===== config.mk =====
export PLATFORM = sky130hd
export DESIGN_NAME = dslope_ctrl
export DESIGN_NICKNAME = d
export VERILOG_FILES = /design/src/rtl/dsc_pkg.sv /design/src/rtl/dsc_counter.sv /design/src/rtl/dsc_clear_timer.sv /design/src/rtl/dsc_fsm.sv /design/src/rtl/dslope_ctrl.sv
export SDC_FILE = /design/constraint.sdc
export NUM_CORES = 1
export LEC_CHECK = 0
export CAP_MARGIN = 20
export CORE_MARGIN = 2
export CORE_UTILIZATION = 48
export CTS_CLUSTER_DIAMETER = 50
export DETAILED_ROUTE_END_ITERATION = 7
export PLACE_DENSITY = 0.75
export SETUP_SLACK_MARGIN = 0.05
export SYNTH_ARGS = -nofsm -noshare
export SYNTH_HDL_FRONTEND = slang
export SYNTH_SLANG_ARGS = --single-unit

===== constraint.sdc =====
create_clock -name clk -period 1.34 [get_ports clk]
set_input_delay 0.268 -clock clk [delete_from_list [all_inputs] [get_ports clk]]
set_output_delay 0.268 -clock clk [all_outputs]
set_load 0.005 [all_outputs]

===== src/rtl/dsc_pkg.sv =====
package dsc_pkg;

  typedef enum logic [2:0] {
    ST_IDLE     = 3'd0,
    ST_CLEAR    = 3'd1,
    ST_RUNUP    = 3'd2,
    ST_RUNDOWN  = 3'd3,
    ST_DONE     = 3'd4
  } dsc_state_e;

endpackage


===== src/rtl/dsc_counter.sv =====
// (N+1)-bit up counter shared by run-up and run-down.
module dsc_counter #(
  parameter int CNT_W = 8
) (
  input  logic           clk,
  input  logic           rst,
  input  logic           clr,
  input  logic           en,
  output logic [CNT_W:0] cnt,
  output logic           wrap
);
  localparam int CW = CNT_W + 1;

  // The lower N bits carry into bit N on this clock.
  assign wrap = en && (&cnt[CNT_W-1:0]);

  always_ff @(posedge clk) begin
    if (rst || clr) cnt <= '0;
    else if (en)    cnt <= cnt + 1'b1;
  end

  p_clear_zero_r2: assert property (@(posedge clk) disable iff (rst)
    clr |=> (cnt == '0));

  p_step_r3: assert property (@(posedge clk) disable iff (rst)
    (!clr && en) |=> (cnt == CW'($past(cnt) + 1)));

  p_hold_r3: assert property (@(posedge clk) disable iff (rst)
    (!clr && !en) |=> $stable(cnt));

endmodule


===== src/rtl/dsc_clear_timer.sv =====
// Times the integrator discharge phase.
module dsc_clear_timer #(
  parameter int CLR_CYC = 4
) (
  input  logic clk,
  input  logic rst,
  input  logic run,
  output logic last
);
  localparam int TW = (CLR_CYC > 1) ? $clog2(CLR_CYC) : 1;

  logic [TW-1:0] tmr;

  assign last = run && (tmr == TW'(CLR_CYC - 1));

  always_ff @(posedge clk) begin
    if (rst || !run) tmr <= '0;
    else if (!last)  tmr <= tmr + 1'b1;
  end

  p_tmr_bound_r2: assert property (@(posedge clk) disable iff (rst)
    run |-> (tmr <= TW'(CLR_CYC - 1)));

endmodule


===== src/rtl/dsc_fsm.sv =====
// Phase sequencer with registered control and result outputs.
module dsc_fsm
  import dsc_pkg::*;
#(
  parameter int CNT_W = 8
) (
  input  logic             clk,
  input  logic             rst,
  input  logic             conv_req,
  input  logic             cmp_hi,
  input  logic             wrap,
  input  logic             clr_last,
  input  logic [CNT_W-1:0] cnt_low,
  output dsc_state_e       state,
  output logic             cnt_clr,
  output logic             cnt_en,
  output logic             int_clear,
  output logic             sel_ref,
  output logic             res_valid,
  output logic [CNT_W-1:0] result,
  output logic             overrange
);
  dsc_state_e nxt;
  logic       finish;

  assign cnt_clr = (state == ST_CLEAR);
  assign cnt_en  = cmp_hi && ((state == ST_RUNUP) || (state == ST_RUNDOWN));

  always_comb begin
    nxt = state;
    unique case (state)
      ST_IDLE, ST_DONE: if (conv_req) nxt = ST_CLEAR;
      ST_CLEAR:         if (clr_last) nxt = ST_RUNUP;
      ST_RUNUP:         if (wrap)     nxt = ST_RUNDOWN;
      ST_RUNDOWN:       if (!cmp_hi || wrap) nxt = ST_DONE;
      default:          nxt = ST_IDLE;
    endcase
  end

  assign finish = (state == ST_RUNDOWN) && (nxt == ST_DONE);

  always_ff @(posedge clk) begin
    if (rst) begin
      state     <= ST_IDLE;
      int_clear <= 1'b1;
      sel_ref   <= 1'b0;
      res_valid <= 1'b0;
      result    <= '0;
      overrange <= 1'b0;
    end else begin
      state     <= nxt;
      int_clear <= (nxt == ST_IDLE) || (nxt == ST_CLEAR) || (nxt == ST_DONE);
      sel_ref   <= (nxt == ST_RUNDOWN);
      res_valid <= finish;
      if (finish) begin
        if (!cmp_hi) begin
          result    <= cnt_low;
          overrange <= 1'b0;
        end else begin
          result    <= '1;
          overrange <= 1'b1;
        end
      end
    end
  end

  p_valid_pulse_r7: assert property (@(posedge clk) disable iff (rst)
    res_valid |=> !res_valid);

  p_result_hold_r7: assert property (@(posedge clk) disable iff (rst)
    !res_valid |-> ($stable(result) && $stable(overrange)));

  p_saturate_r6: assert property (@(posedge clk) disable iff (rst)
    overrange |-> (&result));

  p_switch_r3: assert property (@(posedge clk) disable iff (rst)
    (state == ST_RUNUP && wrap) |=> (state == ST_RUNDOWN && sel_ref));

  p_no_restart_r8: assert property (@(posedge clk) disable iff (rst)
    (state == ST_RUNUP || state == ST_RUNDOWN) |=> (state != ST_CLEAR));

  p_done_idle_r7: assert property (@(posedge clk) disable iff (rst)
    res_valid |-> (int_clear && !sel_ref));

endmodule


===== src/rtl/dslope_ctrl.sv =====
// Dual-slope converter controller top.
module dslope_ctrl #(
  parameter int CNT_W   = 8,
  parameter int CLR_CYC = 4
) (
  input  logic             clk,
  input  logic             rst,
  input  logic             conv_req,
  input  logic             cmp_hi,
  output logic             int_clear,
  output logic             sel_ref,
  output logic             res_valid,
  output logic [CNT_W-1:0] result,
  output logic             overrange
);
  import dsc_pkg::*;

  dsc_state_e     state;
  logic           cnt_clr;
  logic           cnt_en;
  logic [CNT_W:0] cnt;
  logic           wrap;
  logic           clr_last;

  dsc_counter #(.CNT_W(CNT_W)) u_cnt (
    .clk  (clk),
    .rst  (rst),
    .clr  (cnt_clr),
    .en   (cnt_en),
    .cnt  (cnt),
    .wrap (wrap)
  );

  dsc_clear_timer #(.CLR_CYC(CLR_CYC)) u_tmr (
    .clk  (clk),
    .rst  (rst),
    .run  (state == ST_CLEAR),
    .last (clr_last)
  );

  dsc_fsm #(.CNT_W(CNT_W)) u_fsm (
    .clk       (clk),
    .rst       (rst),
    .conv_req  (conv_req),
    .cmp_hi    (cmp_hi),
    .wrap      (wrap),
    .clr_last  (clr_last),
    .cnt_low   (cnt[CNT_W-1:0]),
    .state     (state),
    .cnt_clr   (cnt_clr),
    .cnt_en    (cnt_en),
    .int_clear (int_clear),
    .sel_ref   (sel_ref),
    .res_valid (res_valid),
    .result    (result),
    .overrange (overrange)
  );

  p_sel_excl_r3: assert property (@(posedge clk) disable iff (rst)
    !(int_clear && sel_ref));

  p_runup_top_r3: assert property (@(posedge clk) disable iff (rst)
    (state == ST_RUNUP) |-> !cnt[CNT_W]);

endmodule


==> out/results.tsv, run 1 <==
metric	value	unit
category of the worst setup path launch point	register	
final-layout worst hold slack	0.4965	ns
Post-Syn Area	1204	um2
final antenna diode count	0	
endpoint kind of the worst setup timing path	register	
longest individual stage delay on the worst path	0.46	ns
initial antenna violation count	0	
Post-Place Setup Slack	-0.4330	ns
met3 track demand over resource	3.889	%
worst relative slew slack	70.99	%
I/O pin cnt	16	
global-route wire length before repair	5.347	mm
post-synthesis net count	135	
global-route congestion overflow total	0	
die outline area	2924	um2
Power per Cell Area	638.0	nW/um2
ranking of synthesized cells by area	sky130_fd_sc_hd__dfxtp_1 (42%), sky130_fd_sc_hd__a21oi_2 (5.8%), sky130_fd_sc_hd__o221ai_1 (5.8%)	
Starting DRT DRC Count	37	
min setup slack post-route	-0.05374	ns
Net count, final	193	
starting density of the core	49.49	%
First-pass DRT Iterations	4	
buffer cell driving the clock tree root	sky130_fd_sc_hd__clkbuf_4	
final setup violating endpoints	6	
wire length reported by the detailed router	3.584	mm
signed area change from the synthesized netlist to the final layout	59.56	%
synthesized flop and latch total	25	
Switching Fraction	25.27	%
grt met1 use	29.66	%
number of synthesized flops with an enable pin	0	
Critical Path Fanout Max	4	
busiest layer in global routing	met2	
max-slew violation count	0	
Crit Path Class	reg -> reg	
detailed placement HPWL	2.174	mm
vias per cell	5.810	
die width	54.08	um
synthesis warning total	0	
proportion of synthesized chip area in sequential cells	41.58	%
Sink Count	25	
number of nets with antenna violations after detailed routing	0	
Core Region	2432	um2
violated checks	negative setup slack	
status	finished with violations	
num rows	18	
Tightest Hold Check Type	in -> reg	
routed wirelength normalized by instance count	16.59	um
ratio of cells with drive above 1 in the final layout	52.15	%
reported max-cap violation count	0	
most used flip-flop cell after synthesis	sky130_fd_sc_hd__dfxtp_1	
ordered list of cells on the worst path	ha_4, nand2_4, buf_6, or4_1, a21oi_1	
source-to-sink clock delay at the later pin of the worst-skew pair	0.33	ns
Worst Clk Skew	0.005367	ns
CTS tree	built	
maximum number of pins on one net before global-route repair	15	
cell taking the most area after synthesis	sky130_fd_sc_hd__dfxtp_1	
Worst Max-Slew Pin Slew	0.4292	ns
Buffers on Ports	15	
clock buffer count from CTS	3	
FMAX	717.5	MHz
GR Util All Layers	26.30	%
post-route DRC violation count	0	
H-tree depth	1	
fraction of registers with async set or reset after synthesis	0	%
post-synthesis cell count	129	
slowest stage cell, crit path	sky130_fd_sc_hd__or4_1	
switching power	0.0003096	W
Unique masters post-synth	40	
share of the synthesized area in the top cell type	41.58	%
sequential fraction of design power	61.7	%
clock network fraction of design power	29.2	%
required time worst endpoint	1.61	ns
fin crit share	104.0	%
Reg clk slew, reported paths	0.14	ns
logic gate share of total power	9.1	%
met2 Track Usage GR	45.53	%
RSZ-0062 raised after global routing	true	
Int Power	0.0009157	W
IR drop worst, VDD	0.5784	mV
Die Y-Extent	54.08	um
deepest clock path buffer count	2	
arrival time reported for the critical path endpoint	1.66	ns
minimum period implied by the final worst setup slack	1.394	ns
vias in the first global route	1199	
cell class contributing the biggest share of worst-path delay	simple AND/OR/NAND/NOR gates	
leakage power figure	0.7968	nW
weighted congestion reported at the end of routability-driven placement	0.7186	
average cell area after synthesis	9.331	um2
count of final hold-check violations	0	
buffering stage count on the worst path with inverters included	1	
via count	1255	
-- placed cells by master, fill, tap and decap left out, types with 2 or more instances in the layout --
cell type / Yosys / final
sky130_fd_sc_hd__buf_4: 0 / 36
sky130_fd_sc_hd__dfxtp_2: 0 / 18
sky130_fd_sc_hd__dlygate4sd2_1: 0 / 13
sky130_fd_sc_hd__inv_1: 12 / 12
sky130_fd_sc_hd__a21oi_2: 8 / 10
sky130_fd_sc_hd__o221ai_1: 8 / 7
sky130_fd_sc_hd__buf_6: 1 / 7
sky130_fd_sc_hd__nand2_1: 6 / 6
sky130_fd_sc_hd__a21oi_1: 8 / 6
sky130_fd_sc_hd__dfxtp_1: 25 / 6
sky130_fd_sc_hd__nand3_1: 5 / 5
sky130_fd_sc_hd__o21ai_1: 2 / 4
sky130_fd_sc_hd__or4_4: 1 / 3
sky130_fd_sc_hd__o21ai_0: 5 / 3
sky130_fd_sc_hd__or4_1: 5 / 3
sky130_fd_sc_hd__clkbuf_4: 0 / 3
sky130_fd_sc_hd__o31ai_4: 0 / 2
sky130_fd_sc_hd__or3_1: 2 / 2
sky130_fd_sc_hd__and3b_1: 2 / 2
sky130_fd_sc_hd__nor2_1: 3 / 2
sky130_fd_sc_hd__nor3_2: 0 / 2
sky130_fd_sc_hd__o31ai_2: 0 / 2
sky130_fd_sc_hd__clkdlybuf4s50_1: 0 / 2
sky130_fd_sc_hd__buf_12: 0 / 2
-- state kept, by name (all words and copies together), names as in the netlist --
register	count
u_fsm.sel_ref	1
u_fsm.overrange	1
u_cnt.cnt	8
u_fsm.result	8
u_fsm.state	3
u_fsm.res_valid	1
u_fsm.int_clear	1
u_tmr.tmr	2
-- cell type report --
cell class | instances | area, um2
Fill cell | 141 | 511.7
Timing Repair Buffer | 61 | 555.5
Sequential cell | 25 | 526.8
Inverter | 12 | 45.04
Clock buffer | 3 | 22.52
Multi-Input combinational cell | 84 | 728.2
Tap cell | 30 | 37.54
Clock inverter | 1 | 5.005
-- routing by layer --
layer,part of all wire [%],vias up
met5,0,-
met4,2.7,0
met3,3.5,9
met2,51,30
met1,42,619
li1,-,597
-- logic make-up after synthesis --
kind of cell / count (synthesis) / synth area share, %
buffers and inverters: 20 / 7.171
muxes: 1 / 0.8316
and+or+nand+nor: 38 / 21.73
AOI/OAI and AO/OA: 41 / 25.16
xor gates and xnor gates: 2 / 1.456
adders and majority gates: 2 / 2.079
DFF: 25 / 41.58
-- power groups by stage --
stage	clock (W)	combinational, W	sequential, W
after global routing	0.000381	0.000118	0.000757
after detailed placement	0	0.0000912	0.000773
final	0.000358	0.000111	0.000756
after CTS	0.000345	0.0000995	0.000755
after global placement	0	0.0000878	0.000773
after floorplan	0	0.0000495	0.000767
-- synth_stat cells (2+ instances only) --
library cell                n
sky130_fd_sc_hd__or3_1      2
sky130_fd_sc_hd__dfxtp_1   25
sky130_fd_sc_hd__clkbuf_1   4
sky130_fd_sc_hd__nor3_1     2
sky130_fd_sc_hd__o21ai_0    5
sky130_fd_sc_hd__o221ai_1   8
sky130_fd_sc_hd__ha_1       2
sky130_fd_sc_hd__or4_1      5
sky130_fd_sc_hd__o21ai_1    2
sky130_fd_sc_hd__a21oi_2    8
sky130_fd_sc_hd__nand2_1    6
sky130_fd_sc_hd__nand3_1    5
sky130_fd_sc_hd__inv_1     12
sky130_fd_sc_hd__nor2_1     3
sky130_fd_sc_hd__a21oi_1    8
sky130_fd_sc_hd__o31ai_1    4
sky130_fd_sc_hd__buf_2      3
sky130_fd_sc_hd__and3b_1    2
sky130_fd_sc_hd__nor4b_1    2
-- worst register-to-register path, cell delays in order, from the launching register on --
cell	delay, ns
sky130_fd_sc_hd__dfxtp_2	0.38
sky130_fd_sc_hd__ha_4	0.15
sky130_fd_sc_hd__nand2_4	0.07
sky130_fd_sc_hd__buf_6	0.13
sky130_fd_sc_hd__or4_1	0.46
sky130_fd_sc_hd__a21oi_1	0.14
-- path summary, 6_finish.rpt --
check	from	endpoint	slack, ns	depth (start not counted)
max	u_cnt.cnt[0]$_SDFFE_PP0P_	u_cnt.cnt[6]$_SDFFE_PP0P_	-0.05	5
min	cmp_hi	u_fsm.overrange$_SDFFE_PP0P_	0.50	4
max reg2reg	u_cnt.cnt[0]$_SDFFE_PP0P_	u_cnt.cnt[6]$_SDFFE_PP0P_	-0.05	5
min reg2reg	u_fsm.overrange$_SDFFE_PP0P_	u_fsm.overrange$_SDFFE_PP0P_	0.51	2
-- stage by stage --
step / power, W / area [um2] / utilization, % / TNS, ns / cells
final: 0.001225 / 1921 / 78.96 / -0.1556 / 216
after global routing: 0.001255 / 1921 / 78.96 / -0.5540 / 216
after CTS: 0.001199 / 1857 / 76.34 / -0.08299 / 216
after detailed placement: 0.0008644 / 1623 / 66.72 / -7.342 / 197
after global placement: 0.0008603 / 1623 / 66.72 / -6.987 / 197
after floorplan: 0.0008166 / 1219 / - / 0 / 129
-- what timing repair did --
item                       4_1_cts  5_1_grt
pin swaps                       21        9
setup endpoints to repair       35       25
cloned                           2        0
hold buffers                     0        0
resized for setup               46       14
buffers inserted                13        0
(Power assumes the default switching activity.)
==> run 2: changes to the inputs <==
--- a/config.mk
+++ b/config.mk
@@ -6,12 +6,14 @@
 export NUM_CORES = 1
 export LEC_CHECK = 0
 export CAP_MARGIN = 20
+export CORE_ASPECT_RATIO = 1.25
 export CORE_MARGIN = 2
 export CORE_UTILIZATION = 48
 export CTS_CLUSTER_DIAMETER = 50
 export DETAILED_ROUTE_END_ITERATION = 7
 export PLACE_DENSITY = 0.75
 export SETUP_SLACK_MARGIN = 0.05
+export SLEW_MARGIN = 20
 export SYNTH_ARGS = -nofsm -noshare
 export SYNTH_HDL_FRONTEND = slang
 export SYNTH_SLANG_ARGS = --single-unit
==> run 2 against run 1 <==
Against the previous run: the flow still finishes with violations (negative setup slack); power grew 0.54%; worst hold slack lost 0.0098 ns; highest routed layer unchanged; first-iteration DRC count grew 46%; non-clock buffer count shrank 1; design area shrank 2.1%; clock power grew 3%; routed wire length grew 4.1%; critical endpoint is now u_fsm.result[4]$_SDFFE_PP0P_; largest cell class unchanged.
==> out/results.tsv, run 2 (same netlist as run 1, synthesis figures left out) <==
metric	value	unit	change
final setup violating endpoints	11		+5
origin of the critical flop-to-flop path	u_fsm.state[2]$_SDFF_PP0_		
global-route congestion overflow total	0		unchanged
Hold Path End	u_fsm.overrange$_SDFFE_PP0P_		
longest individual stage delay on the worst path	0.50	ns	+0.04 ns
ordered list of cells on the worst path	nand3b_4, o41a_1, buf_6, a21oi_2		
top flop regs	u_cnt.cnt (8), u_fsm.result (8), u_fsm.state (3)		
weighted congestion reported at the end of routability-driven placement	0.8253		+15%
Die Y-Extent	59.99	um	+11%
Worst Reg2Reg Path Length in Cells	4		-1
Core Region	2402	um2	-1.2%
via count	1317		+4.9%
required time worst endpoint	1.62	ns	about the same
starting density of the core	50.10	%	+0.62 points
top library cells by usage in the layout, fill and taps aside	sky130_fd_sc_hd__buf_4 (37), sky130_fd_sc_hd__dfxtp_2 (18), sky130_fd_sc_hd__dlygate4sd2_1 (13), sky130_fd_sc_hd__inv_1 (12), sky130_fd_sc_hd__a21oi_2 (10)		
max-slew violation count	0		unchanged
CTS tree	built		
number of nets with antenna violations after detailed routing	0		unchanged
Worst Max-Slew Pin Slew	0.3280	ns	-0.1012 ns
Net count, final	193		unchanged
clock buffer count from CTS	3		unchanged
FMAX	711.7	MHz	-0.81%
maximum number of pins on one net before global-route repair	14		-1
wire length reported by the detailed router	3.731	mm	+4.1%
CTS Hold Buffers Added	0		unchanged
die width	48.79	um	-9.8%
minimum period implied by the final worst setup slack	1.405	ns	+0.01134 ns
number of placed cells counting well taps	202		+2.5%
GR Util All Layers	27.04	%	+0.74 points
deepest clock path buffer count	2		unchanged
vias per cell	6.014		+3.5%
Starting DRT DRC Count	54		+46%
violated checks	negative setup slack		
ratio of cells with drive above 1 in the final layout	52.15	%	unchanged
Sink Count	25		unchanged
count of final hold-check violations	0		unchanged
most frequent standard cell in the layout excluding fill and tap cells	sky130_fd_sc_hd__buf_4		
I/O pin cnt	16		unchanged
slowest stage cell, crit path	sky130_fd_sc_hd__o41a_1		
routed wirelength normalized by instance count	17.04	um	+2.7%
post-route DRC violation count	0		unchanged
signed area change from the synthesized netlist to the final layout	56.13	%	
Tightest Hold Check Type	reg -> reg		
Reg2Reg Setup Slack	-0.07	ns	about the same
category of the worst setup path launch point	register		
die outline area	2927	um2	about the same
First-pass DRT Iterations	4		unchanged
IR drop worst, VDD	0.4922	mV	-15%
capturing point of the worst reg2reg path	u_fsm.result[4]$_SDFFE_PP0P_		
setup TNS	-0.4889	ns	-0.3332 ns
vias in the first global route	1311		+9.3%
num rows	20		+2
buffer cell driving the clock tree root	sky130_fd_sc_hd__clkbuf_4		
RSZ-0062 raised after global routing	true		
status	finished with violations		
Power per Cell Area	655.5	nW/um2	+2.7%
Critical Path Fanout Max	5		+1
Crit Path Class	reg -> reg		
cell class contributing the biggest share of worst-path delay	compound AO/OA/AOI/OAI gates		
initial antenna violation count	0		unchanged
fin crit share	104.9	%	+0.85 points
Hold Path Cell Cnt	2		-2
H-tree depth	1		unchanged
detailed placement HPWL	2.266	mm	+4.2%
leakage power figure	0.7791	nW	-2.2%
Buffers on Ports	15		unchanged
arrival time reported for the critical path endpoint	1.69	ns	+0.03 ns
global-route wire length before repair	6.078	mm	+14%
source-to-sink clock delay at the later pin of the worst-skew pair	0.34	ns	about the same
Worst Clk Skew	0.007970	ns	+0.002602 ns
min setup slack post-route	-0.06507	ns	-0.01134 ns
endpoint kind of the worst setup timing path	register		
reported max-cap violation count	0		unchanged
worst relative slew slack	78.08	%	+7.1 points
Reg clk slew, reported paths	0.15	ns	about the same
buffering stage count on the worst path with inverters included	1		unchanged
launch instance of the worst min-delay path	u_fsm.overrange$_SDFFE_PP0P_		
Post-Place Setup Slack	-0.4477	ns	-0.01464 ns
number of standard cells in the final layout excluding fillers	219		+1.4%
final antenna diode count	0		unchanged
==> run 2: repair_timing <==
item                                    4_1_cts  5_1_grt
pin swaps                                    20        6
gates resized for setup                      49       14
setup buffers                                10        1
hold endpoints to repair                      0        0
cloned                                        2        0
endpoints found under the setup margin       34       24
==> run 2: routing by layer <==
metal	global-route usage, %	part of all wire, %	vias to the layer above
met5	0	0	-
met4	11.84	3.3	0
met3	3.500	4.3	13
met2	51.47	52	59
met1	30.36	40	644
li1	-	-	601
==> run 2: layout make-up <==
class | count | area [um2]
sequential | 25 | 530.5
clock buffer | 4 | 26.28
fill | 167 | 523.0
tap | 33 | 41.29
timing repair buffer | 60 | 501.7
inverter | 12 | 45.04
multi-input combinational | 85 | 734.5
==> run 2: worst min-delay path, delay by kind of cell, from the launching register on <==
family	cells	cell delay, ns
AND/OR/NAND/NOR	1	0.08
AO/OA/AOI/OAI	1	0.05
flip-flops	1	0.35
==> run 2: power by group <==
part           switching, W  leakage, nW  internal [W]  total, W
clock              0.000250       0.0150      0.000117  0.000367
combinational     0.0000561        0.552     0.0000552  0.000111
sequential       0.00000843        0.212      0.000745  0.000753
==> run 2: how the worst max path moves through the flow <==
stage / start / end / depth (start not counted)
detailed placement: cmp_hi / u_fsm.result[6]$_SDFFE_PP0P_ / 5
finish: u_fsm.state[2]$_SDFF_PP0_ / u_fsm.result[4]$_SDFFE_PP0P_ / 4
global route: u_fsm.state[2]$_SDFF_PP0_ / u_fsm.result[4]$_SDFFE_PP0P_ / 4
floorplan: u_cnt.cnt[1]$_SDFFE_PP0P_ / u_fsm.sel_ref$_SDFF_PP0_ / 4
global placement: cmp_hi / u_fsm.result[0]$_SDFFE_PP0P_ / 5
CTS: u_cnt.cnt[1]$_SDFFE_PP0P_ / u_fsm.sel_ref$_SDFF_PP0_ / 4
==> run 2: metrics by stage <==
step                hold WS (ns)  area, um2   power, W  utilization, %
floorplan                 0.3460       1219  0.0008166               -
global placement          0.4556       1617  0.0008584           67.29
detailed placement        0.4638       1617  0.0008622           67.29
CTS                       0.4767       1829   0.001206           76.15
global route              0.5024       1879   0.001262           78.23
finish                    0.4867       1879   0.001232           78.23
==> run 3: changes to the inputs <==
--- a/config.mk
+++ b/config.mk
@@ -7,7 +7,6 @@
 export LEC_CHECK = 0
 export CAP_MARGIN = 20
 export CORE_ASPECT_RATIO = 1.25
-export CORE_MARGIN = 2
 export CORE_UTILIZATION = 48
 export CTS_CLUSTER_DIAMETER = 50
 export DETAILED_ROUTE_END_ITERATION = 7
==> run 3 against run 2 <==
Against the previous run: the run still ends with negative setup slack left; critical path depth is the same; utilization grew 5.9 points; die area shrank 7.3%; via count shrank 4.5%; flip-flop and latch count is the same; register-to-register slack is essentially flat; combinational power grew 9.9%; power is essentially flat; highest routed layer unchanged.
==> out/results.tsv, run 3 (same netlist as run 1, synthesis figures left out) <==
metric	value	unit	change
global-route congestion overflow total	0		unchanged
Starting DRT DRC Count	42		-22%
ordered list of cells on the worst path	nand3b_4, buf_12, or4_4, a21oi_2		
Post-Place Setup Slack	-0.5149	ns	-0.06720 ns
Reg2Reg Setup Slack	-0.07	ns	about the same
sequential fraction of design power	61.5	%	+0.4 points
arrival time reported for the critical path endpoint	1.67	ns	-0.02 ns
origin of the critical flop-to-flop path	u_fsm.state[2]$_SDFF_PP0_		
post-route DRC violation count	0		unchanged
number of nets with antenna violations after detailed routing	0		unchanged
Core Region	2282	um2	-5.0%
Switching Fraction	25.30	%	-0.24 points
min setup slack post-route	-0.07128	ns	-0.006209 ns
weighted congestion reported at the end of routability-driven placement	0.8208		-0.55%
number of standard cells in the final layout excluding fillers	218		-0.46%
Die Y-Extent	57.99	um	-3.3%
Net count, final	194		+0.52%
H-tree depth	1		unchanged
detailed placement HPWL	2.262	mm	-0.16%
final setup violating endpoints	15		+4
routed wirelength normalized by instance count	16.86	um	-1.0%
logic gate share of total power	9.9	%	+0.9 points
I/O pin cnt	16		unchanged
leakage power figure	0.7828	nW	+0.48%
Crit Path Class	reg -> reg		
required time worst endpoint	1.60	ns	-0.02 ns
maximum number of pins on one net before global-route repair	15		+1
final core utilization	84.10	%	+5.9 points
beginning of the critical path	u_fsm.state[2]$_SDFF_PP0_		
Hold Path Cell Cnt	2		unchanged
Worst Clk Skew	0.01673	ns	+0.008762 ns
max-slew violation count	0		unchanged
endpoint kind of the worst setup timing path	register		
Worst Reg2Reg Path Length in Cells	4		unchanged
RSZ-0062 raised after global routing	true		
category of the worst setup path launch point	register		
number of placed cells counting well taps	198		-2.0%
top flop regs	u_cnt.cnt (8), u_fsm.result (8), u_fsm.state (3)		
signed area change from the synthesized netlist to the final layout	59.46	%	
Reg clk slew, reported paths	0.15	ns	about the same
Tightest Hold Check Type	reg -> reg		
longest individual stage delay on the worst path	0.51	ns	about the same
Buffers on Ports	15		unchanged
vias in the first global route	1299		-0.92%
IR drop worst, VDD	0.6489	mV	+32%
launch instance of the worst min-delay path	u_fsm.overrange$_SDFFE_PP0P_		
wire length reported by the detailed router	3.676	mm	-1.5%
ratio of cells with drive above 1 in the final layout	55.61	%	+3.5 points
starting density of the core	52.74	%	+2.6 points
num rows	19		-5.0%
Worst Max-Slew Pin Slew	0.3518	ns	+0.02379 ns
die outline area	2713	um2	-7.3%
GR Util All Layers	31.71	%	+4.7 points
fin crit share	105.3	%	+0.46 points
minimum period implied by the final worst setup slack	1.411	ns	+0.006209 ns
slowest stage cell, crit path	sky130_fd_sc_hd__or4_4		
most frequent standard cell in the layout excluding fill and tap cells	sky130_fd_sc_hd__buf_4		
via count	1258		-4.5%
Int Power	0.0009197	W	+0.27%
reported max-cap violation count	0		unchanged
vias per cell	5.771		-4.0%
Power per Cell Area	641.5	nW/um2	-2.1%
global-route wire length before repair	6.106	mm	+0.46%
clock network fraction of design power	28.6	%	-1.2 points
initial antenna violation count	0		unchanged
clock buffer count from CTS	3		unchanged
Sink Count	25		unchanged
total non-filler cell area in the finished layout	1919	um2	+2.1%
Hold Path End	u_fsm.overrange$_SDFFE_PP0P_		
filler instances	133		-20%
First-pass DRT Iterations	4		unchanged
capturing point of the worst reg2reg path	u_cnt.cnt[5]$_SDFFE_PP0P_		
Critical Path Fanout Max	6		+1
worst relative slew slack	76.49	%	-1.6 points
total placed instance area	1612	um2	-0.31%
switching power	0.0003115	W	-1.0%
deepest clock path buffer count	2		unchanged
source-to-sink clock delay at the later pin of the worst-skew pair	0.34	ns	about the same
status	finished with violations		
CTS tree	built		
buffer cell driving the clock tree root	sky130_fd_sc_hd__clkbuf_4		
CTS Hold Buffers Added	0		unchanged
count of final hold-check violations	0		unchanged
FMAX	708.6	MHz	-0.44%
final antenna diode count	0		unchanged
violated checks	negative setup slack		
top library cells by usage in the layout, fill and taps aside	sky130_fd_sc_hd__buf_4 (38), sky130_fd_sc_hd__dfxtp_2 (18), sky130_fd_sc_hd__a21oi_2 (13), sky130_fd_sc_hd__dlygate4sd2_1 (13), sky130_fd_sc_hd__inv_1 (12)		
die width	46.79	um	-4.1%
-- run 3: metal layers --
layer	up-vias	wire, um	track usage [%]
li1	599	-	-
met1	606	1491	37.33
met2	42	1975	55.16
met3	11	115	3.427
met4	0	93	14.69
met5	-	0	0
-- run 3: area by class of cell --
cell class	count	area (um2)	share of cell area, %
flip-flops and latches	25	526.8	27.44
well taps	31	38.79	2.021
clock inverters	1	5.005	0.2608
multi-input cells	84	752.0	39.18
inverters	12	45.04	2.347
clock buffers	3	22.52	1.173
repair buffers	62	529.3	27.57
-- run 3: metrics by stage --
| stage | power, W | TNS (ns) | hold slack (ns) |
|---|---|---|---|
| floorplan | 0.0008166 | 0 | 0.3460 |
| global placement | 0.0008616 | -7.152 | 0.4548 |
| detailed placement | 0.0008668 | -8.025 | 0.4612 |
| CTS | 0.001226 | -0.3553 | 0.4725 |
| global route | 0.001267 | -1.298 | 0.4838 |
| finish | 0.001231 | -0.5261 | 0.4803 |
-- run 3: worst max-delay path: cells and delay by family (launching register included) --
kind	cells	cell delay, ns
flip-flops	1	0.36
AO/OA/AOI/OAI	1	0.14
buffers and inverters	1	0.15
AND/OR/NAND/NOR	2	0.69
-- run 3: power by group through the flow --
stage / Combinational (W) / Sequential (W) / Clock, W
detailed placement: 0.0000935 / 0.000773 / 0
global placement: 0.0000891 / 0.000772 / 0
floorplan: 0.0000495 / 0.000767 / 0
finish: 0.000122 / 0.000757 / 0.000352
global route: 0.000131 / 0.000758 / 0.000378
CTS: 0.000110 / 0.000757 / 0.000359
-- run 3: what timing repair did --
| item | CTS | global route |
|---|---|---|
| pin swaps | 20 | 5 |
| buffers inserted | 14 | 1 |
| resized for setup | 53 | 14 |
| gates cloned | 1 | 0 |
| endpoints found under the setup margin | 36 | 25 |
-- run 3: how the worst max path moves through the flow --
stage	to	slack, ns	depth (start not counted)
2_1_floorplan	u_fsm.sel_ref$_SDFF_PP0_	0.006	4
3_3_place_gp	u_cnt.cnt[6]$_SDFFE_PP0P_	-0.44	5
3_5_place_dp	u_cnt.cnt[6]$_SDFFE_PP0P_	-0.51	5
4_1_cts	u_fsm.sel_ref$_SDFF_PP0_	-0.06	4
5_1_grt	u_cnt.cnt[6]$_SDFFE_PP0P_	-0.10	5
6_report	u_cnt.cnt[5]$_SDFFE_PP0P_	-0.07	4
